--- config.mk ---
export PLATFORM = sky130hd
export DESIGN_NAME = vid_regif
export DESIGN_NICKNAME = d
export VERILOG_FILES = /design/src/rtl/vid_regif_pkg.sv /design/src/rtl/vid_addr_regs.sv /design/src/rtl/vid_palette_ram.sv /design/src/rtl/vid_spr_ram.sv /design/src/rtl/vid_regif.sv
export SDC_FILE = /design/constraint.sdc
export NUM_CORES = 2
export LEC_CHECK = 0
export BUFFER_PORTS_ARGS = -buffer_cell sky130_fd_sc_hd__buf_4
export CORE_UTILIZATION = 60
export CTS_CLUSTER_SIZE = 28
export DETAILED_ROUTE_END_ITERATION = 8
export HOLD_SLACK_MARGIN = 0.02
export PLACE_DENSITY = 0.76
export SYNTH_ARGS = -nofsm -noshare
export SYNTH_HDL_FRONTEND = slang
export SYNTH_SLANG_ARGS = --single-unit
--- constraint.sdc ---
create_clock -name clk -period 3.7 [get_ports clk]
set_input_delay 0.37 -clock clk [delete_from_list [all_inputs] [get_ports clk]]
set_output_delay 0.37 -clock clk [all_outputs]
set_load 0.01 [all_outputs]
--- src/rtl/vid_regif_pkg.sv ---
package vid_regif_pkg;

    localparam int TADDR_W     = 15;
    localparam int VMEM_AW     = 14;
    localparam int PAL_ENTRIES = 32;
    localparam int PAL_AW      = $clog2(PAL_ENTRIES);

    typedef enum logic [2:0] {
        SEL_CTRL     = 3'd0,
        SEL_MASK     = 3'd1,
        SEL_STATUS   = 3'd2,
        SEL_SPR_ADDR = 3'd3,
        SEL_SPR_DATA = 3'd4,
        SEL_SCROLL   = 3'd5,
        SEL_VADDR    = 3'd6,
        SEL_VDATA    = 3'd7
    } reg_sel_e;

    typedef struct packed {
        logic ctrl_wr;
        logic mask_wr;
        logic status_rd;
        logic spr_addr_wr;
        logic spr_data_wr;
        logic spr_data_rd;
        logic scroll_wr;
        logic vaddr_wr;
        logic vdata_wr;
        logic vdata_rd;
        logic zero_rd;
    } bus_strobes_t;

    function automatic bus_strobes_t decode_bus(input logic sel, input logic we,
                                                input logic [2:0] a);
        bus_strobes_t s;
        s = '0;
        if (sel) begin
            case (reg_sel_e'(a))
                SEL_CTRL:     begin s.ctrl_wr = we;     s.zero_rd = !we; end
                SEL_MASK:     begin s.mask_wr = we;     s.zero_rd = !we; end
                SEL_STATUS:   s.status_rd = !we;
                SEL_SPR_ADDR: begin s.spr_addr_wr = we; s.zero_rd = !we; end
                SEL_SPR_DATA: begin s.spr_data_wr = we; s.spr_data_rd = !we; end
                SEL_SCROLL:   begin s.scroll_wr = we;   s.zero_rd = !we; end
                SEL_VADDR:    begin s.vaddr_wr = we;    s.zero_rd = !we; end
                SEL_VDATA:    begin s.vdata_wr = we;    s.vdata_rd = !we; end
                default:      ;
            endcase
        end
        return s;
    endfunction

    // Entries whose two low bits are zero fold onto the lower half.
    function automatic logic [PAL_AW-1:0] pal_slot(input logic [PAL_AW-1:0] idx);
        return (idx[1:0] == 2'b00) ? {1'b0, idx[PAL_AW-2:0]} : idx;
    endfunction

    function automatic logic [TADDR_W-1:0] vaddr_step(input logic [TADDR_W-1:0] v,
                                                      input logic wide);
        return v + (wide ? TADDR_W'(32) : TADDR_W'(1));
    endfunction

endpackage

--- src/rtl/vid_addr_regs.sv ---
module vid_addr_regs
    import vid_regif_pkg::*;
(
    input  logic               clk,
    input  logic               rst,
    input  logic               ctrl_wr,
    input  logic               scroll_wr,
    input  logic               vaddr_wr,
    input  logic               status_rd,
    input  logic               step,
    input  logic               step_wide,
    input  logic [7:0]         wdata,
    output logic [TADDR_W-1:0] t_o,
    output logic [TADDR_W-1:0] v_o,
    output logic [2:0]         fine_x_o,
    output logic               toggle_o
);

    always_ff @(posedge clk) begin
        if (rst) begin
            t_o      <= '0;
            v_o      <= '0;
            fine_x_o <= '0;
            toggle_o <= 1'b0;
        end else begin
            if (status_rd) begin
                toggle_o <= 1'b0;
            end else if (scroll_wr || vaddr_wr) begin
                toggle_o <= ~toggle_o;
            end

            if (ctrl_wr) begin
                t_o[11:10] <= wdata[1:0];
            end

            if (scroll_wr) begin
                if (!toggle_o) begin
                    t_o[4:0] <= wdata[7:3];
                    fine_x_o <= wdata[2:0];
                end else begin
                    t_o[9:5]   <= wdata[7:3];
                    t_o[14:12] <= wdata[2:0];
                end
            end

            if (vaddr_wr) begin
                if (!toggle_o) begin
                    t_o[13:8] <= wdata[5:0];
                    t_o[14]   <= 1'b0;
                end else begin
                    t_o[7:0] <= wdata;
                    v_o      <= {1'b0, t_o[13:8], wdata};
                end
            end else if (step) begin
                v_o <= vaddr_step(v_o, step_wide);
            end
        end
    end

endmodule

--- src/rtl/vid_palette_ram.sv ---
module vid_palette_ram
    import vid_regif_pkg::*;
(
    input  logic              clk,
    input  logic              we,
    input  logic [PAL_AW-1:0] idx,
    input  logic [7:0]        wdata,
    output logic [7:0]        rdata
);

    logic [7:0]        entries [PAL_ENTRIES];
    logic [PAL_AW-1:0] slot;

    assign slot  = pal_slot(idx);
    assign rdata = entries[slot];

    always_ff @(posedge clk) begin
        if (we) begin
            entries[slot] <= wdata;
        end
    end

endmodule

--- src/rtl/vid_spr_ram.sv ---
module vid_spr_ram #(
    parameter int DEPTH = 256
) (
    input  logic       clk,
    input  logic       rst,
    input  logic       ptr_wr,
    input  logic       data_wr,
    input  logic       data_rd,
    input  logic [7:0] wdata,
    output logic [7:0] rdata
);

    localparam int AW = $clog2(DEPTH);

    logic [7:0]    mem [DEPTH];
    logic [AW-1:0] ptr;

    assign rdata = mem[ptr];

    always_ff @(posedge clk) begin
        if (rst) begin
            ptr <= '0;
        end else if (ptr_wr) begin
            ptr <= wdata[AW-1:0];
        end else if (data_wr || data_rd) begin
            ptr <= ptr + AW'(1);
        end
    end

    always_ff @(posedge clk) begin
        if (data_wr) begin
            mem[ptr] <= wdata;
        end
    end

endmodule

--- src/rtl/vid_regif.sv ---
module vid_regif
    import vid_regif_pkg::*;
#(
    parameter int PATTERN_BYTES = 'h2000,
    parameter int OAM_DEPTH     = 256
) (
    input  logic               clk,
    input  logic               rst,
    input  logic               cpu_sel,
    input  logic               cpu_we,
    input  logic [2:0]         cpu_addr,
    input  logic [7:0]         cpu_wdata,
    output logic [7:0]         cpu_rdata,
    input  logic               vblank_set,
    input  logic               pat_writable,
    output logic [VMEM_AW-1:0] vmem_addr,
    output logic               vmem_we,
    output logic [7:0]         vmem_wdata,
    input  logic [7:0]         vmem_rdata,
    output logic [7:0]         ctrl_o,
    output logic [7:0]         mask_o,
    output logic               vblank_o,
    output logic [TADDR_W-1:0] tmp_addr_o,
    output logic [TADDR_W-1:0] vaddr_o,
    output logic [2:0]         fine_x_o,
    output logic               write_toggle_o
);

    localparam logic [VMEM_AW-1:0] PAT_LIMIT = VMEM_AW'(PATTERN_BYTES);
    localparam logic [5:0]         PAL_PAGE  = 6'h3F;

    bus_strobes_t       stb;
    logic [VMEM_AW-1:0] cur_addr;
    logic               in_palette;
    logic               write_locked;
    logic [7:0]         pal_rdata;
    logic [7:0]         spr_rdata;
    logic [7:0]         read_buf;

    assign stb          = decode_bus(cpu_sel, cpu_we, cpu_addr);
    assign cur_addr     = vaddr_o[VMEM_AW-1:0];
    assign in_palette   = (cur_addr[13:8] == PAL_PAGE);
    assign write_locked = (cur_addr < PAT_LIMIT) && !pat_writable;

    assign vmem_addr  = cur_addr;
    assign vmem_wdata = cpu_wdata;
    assign vmem_we    = stb.vdata_wr && !in_palette && !write_locked;

    vid_addr_regs u_addr (
        .clk       (clk),
        .rst       (rst),
        .ctrl_wr   (stb.ctrl_wr),
        .scroll_wr (stb.scroll_wr),
        .vaddr_wr  (stb.vaddr_wr),
        .status_rd (stb.status_rd),
        .step      (stb.vdata_wr || stb.vdata_rd),
        .step_wide (ctrl_o[2]),
        .wdata     (cpu_wdata),
        .t_o       (tmp_addr_o),
        .v_o       (vaddr_o),
        .fine_x_o  (fine_x_o),
        .toggle_o  (write_toggle_o)
    );

    vid_palette_ram u_pal (
        .clk   (clk),
        .we    (stb.vdata_wr && in_palette),
        .idx   (cur_addr[PAL_AW-1:0]),
        .wdata (cpu_wdata),
        .rdata (pal_rdata)
    );

    vid_spr_ram #(.DEPTH(OAM_DEPTH)) u_spr (
        .clk     (clk),
        .rst     (rst),
        .ptr_wr  (stb.spr_addr_wr),
        .data_wr (stb.spr_data_wr),
        .data_rd (stb.spr_data_rd),
        .wdata   (cpu_wdata),
        .rdata   (spr_rdata)
    );

    always_ff @(posedge clk) begin
        if (rst) begin
            ctrl_o   <= '0;
            mask_o   <= '0;
            vblank_o <= 1'b0;
            read_buf <= '0;
        end else begin
            if (stb.ctrl_wr) ctrl_o <= cpu_wdata;
            if (stb.mask_wr) mask_o <= cpu_wdata;
            if (stb.status_rd) begin
                vblank_o <= 1'b0;
            end else if (vblank_set) begin
                vblank_o <= 1'b1;
            end
            if (stb.vdata_rd) begin
                read_buf <= in_palette ? pal_rdata : vmem_rdata;
            end
        end
    end

    always_ff @(posedge clk) begin
        if (rst) begin
            cpu_rdata <= '0;
        end else if (stb.status_rd) begin
            cpu_rdata <= {vblank_o, 7'b0};
        end else if (stb.spr_data_rd) begin
            cpu_rdata <= spr_rdata;
        end else if (stb.vdata_rd) begin
            cpu_rdata <= read_buf;
        end else if (stb.zero_rd) begin
            cpu_rdata <= '0;
        end
    end

endmodule

==> flow_summary.toml <==
[sta]
period_needed_ps = 3700
hold_viol = 0
setup_violations = 1
slew_viol_final = 0
max-slew-margin-rel_pct = 22.1
post-route-period-util_pct = 100
fin_setup_tns_ps = -0.590
skew_ps = 63.9
setup_ws_ps = -0.590
timing.hold.ws_ps = 68.9
tightest_slew_ps = 1160
fmax_ghz = 0.270
rsz0062_at_grt = "false"

[outcome]
status = "finished, violations left"
violations = "DRC, setup timing"

[drt]
routed.top_layer = "met5"
met1_length_mm = 88.6
drt-initial-drc-count = 8165
vias = 51945
routed_wl_mm = 255
wl_met3_mm = 33.8
wl_per_cell_um = 34.0
postRouteAntennaNets = 0
dr.pass1.iters = 9
drc_errors = 1
wl_met2_mm = 118
via_per_inst = 6.92

[grt]
grt_pass1_wl_mm = 362
antenna_found_initial = 12
grt_pass1_vias = 50914
grt_max_degree = 131
grt_overflow = 0
grt_use_total_pct = 32.8

[clock_tree]
cts.clk_slew.worst_paths_ps = 70
cts.sinks = 2355
ctsLongestPathBuffers = 3
cts_setup_buffers = 0
clockRootBuffer = "clkbuf_16"
cts_inserted_buffers = 219
htreeDepth = 4
clk-insertion-delay-late_ps = 870
cts_tree = "built"

[critical_path]
crit_path_start_kind = "register"
rr_worst_depth = 9
cp-end-kind = "register"
reg2reg_slack_ps = -0.6
reg2reg_to = "cpu_rdata[1]"
worstPathMaxFanout = 27
critPathKind = "register to register"
required_ps = 4420
cp.arrival_ps = 4420

[die]
fp.dieH_um = 395
io_pins = 107
die_x_um = 395
start_util_pct = 60.7
placementRows = 143
core_sq_mm = 0.153
dieArea_sq_mm = 0.156

[power_and_ir_drop]
sw_frac_of_total_pct = 20.8
p_total_mw = 53.9
combPwrFrac_pct = 3.5
p_int_mw = 42.7
powerDensity_mw_per_mm2 = 509
clkPwrFrac_pct = 42.2
pwr-share-seq_pct = 54.3
p_leak_nw = 33.3
ir_worst_vdd_uv = 535
power.net_switching_mw = 11.2

[synth]
synthesis.area_sq_mm = 0.0928
synth_edf_count = 2272
syn_inst = 4737
postSynth.asyncResetShare_pct = 0
synthDistinctLibCells = 80
ys_ff_latch = 2355
yosysSeqAreaShare_pct = 75.3
yosys_warnings = 0
synth_area_per_cell_sq_um = 19.6
ys.flop_type = "edfxtp_1"
syn-num-nets = 4769

[cells_and_area]
drive_above_1_share_pct = 27.2
syn_to_final_growth_pct = 14.2
nNetsFinal = 5308

[place]
place.gp.congestion = 1.01
portBuffers = 106
hpwl_mm = 160
dp_slack_ps = 13.1

[hold_path]
hp-start = "cpu_wdata[5]"
hp-class = "input pin to register"
whs_path_depth = 1
hold_path_end = "u_spr.mem[115][5]"

[flow_run]
cap_violations = 0
area by class of cell:
class / count / area [sq um]
Fill cell: 9198 / 46800
Multi-Input combinational cell: 2065 / 20900
Sequential cell: 2355 / 69900
Clock buffer: 264 / 5720
Timing Repair Buffer: 624 / 5280
Clock inverter: 149 / 1550
Antenna cell: 11 / 27.5
Tap cell: 2030 / 2540
Inverter: 11 / 42.5
through the flow:
stage	instance area (sq um)	utilization [%]	cells
after global routing	106000	69.3	7498
after floorplan	92800	-	4737
final	106000	69.4	7509
after detailed placement	98500	64.5	7070
after global placement	98500	64.5	7070
after CTS	106000	69.3	7498
worst max-delay path by stage:
stage,from,end,slack [ps],depth (start not counted)
after CTS,register,cpu_rdata[0],160,8
after floorplan,u_addr.v_o[0],u_pal.entries[19][0],620,6
after global routing,register,cpu_rdata[0],80,8
after detailed placement,register,cpu_rdata[0],10,8
after global placement,register,cpu_rdata[0],20,8
final,register,cpu_rdata[1],-0.6,9
cell usage after synthesis (all sizes together), types with 5 or more instances:
library cell	count	area (sq um)
a2111oi	5	43.8
a211oi	50	375
a21o	6	45.0
a21oi	106	531
a221oi	26	234
a22oi	58	435
a311oi	10	87.6
a31oi	15	93.8
and2	11	68.8
and3	16	101
buf	193	1540
clkbuf	113	470
dfxtp	83	1660
edfxtp	2272	68200
ha	7	87.6
inv	10	37.5
mux2	56	631
mux2i	205	2050
mux4	485	11000
nand2	147	552
nand2b	11	68.8
nand3	74	370
nand4	18	113
nor2	400	1500
nor2b	25	156
nor3	36	185
nor4	15	100
o211ai	16	120
o21ai	50	250
o221ai	61	534
o22ai	75	469
or2	6	37.5
or3	8	50.1
xor2	5	43.8
per-layer routing:
layer | vias up | GRT usage [%]
li1 | 20581 | -
met5 | - | 0.277
met3 | 798 | 10.2
met1 | 26448 | 43.6
met2 | 4108 | 49.3
met4 | 10 | 16.9
state kept, by name, indices dropped and copies added (netlist names), named ones only:
register,flops
cpu_rdata,8
ctrl_o,8
mask_o,8
read_buf,8
u_addr.fine_x_o,3
u_addr.t_o,15
u_addr.toggle_o,1
u_addr.v_o,15
u_pal.entries,224
u_spr.mem,2048
u_spr.ptr,8
vblank_o,1
power groups by stage:
stage               clock (mW)  sequential, mW  combinational [mW]
detailed placement           0            29.8                1.83
CTS                       22.9            29.3                1.85
global route              23.9            29.3                1.94
finish                    22.8            29.3                1.88
global placement             0            29.8                1.78
floorplan                    0            29.8               0.914
cell usage in the layout, fill, tap and decap left out, types with 32 or more instances in the layout:
cell	n
clkbuf_1	41
nor2_1	397
clkinv_1	52
o21ai_0	49
a211oi_1	50
o22ai_1	75
mux4_2	466
mux2_2	56
nor3_1	32
buf_12	40
edfxtp_1	2272
nand2_1	146
clkbuf_16	222
dfxtp_1	76
a22oi_1	58
mux2i_1	205
nand3_1	74
a21oi_1	105
clkinv_2	50
buf_4	561
o221ai_1	61
logic make-up (layout without fill, tap and decap cells):
| family | after synthesis | in the layout | share of synthesized area (%) |
|---|---|---|---|
| AOI/OAI and AO/OA | 522 | 522 | 3.88 |
| xor gates and xnor gates | 8 | 8 | 0.0755 |
| muxes | 746 | 746 | 14.7 |
| other | 0 | 11 | 0 |
| adders and majority gates | 7 | 7 | 0.0944 |
| and+or+nand+nor | 782 | 782 | 3.69 |
| buffers and inverters | 317 | 1048 | 2.21 |
| DFF | 2355 | 2355 | 75.3 |
what timing repair did:
item	CTS	global route
gates resized for setup	1	2
endpoints found under the setup margin	1	1
hold buffers	15	0
endpoints found under the hold margin	159	0
worst max-delay path: stages (launching register included):
cell       delay (ps)
dfxtp_4           670
buf_12            230
buf_12            250
buf_4             230
mux4_2            520
mux2i_1           440
o221ai_1          210
a21oi_1           610
o21ai_0           210
o2bb2ai_1         150
Note: power is estimated with default switching activity, not from simulation.
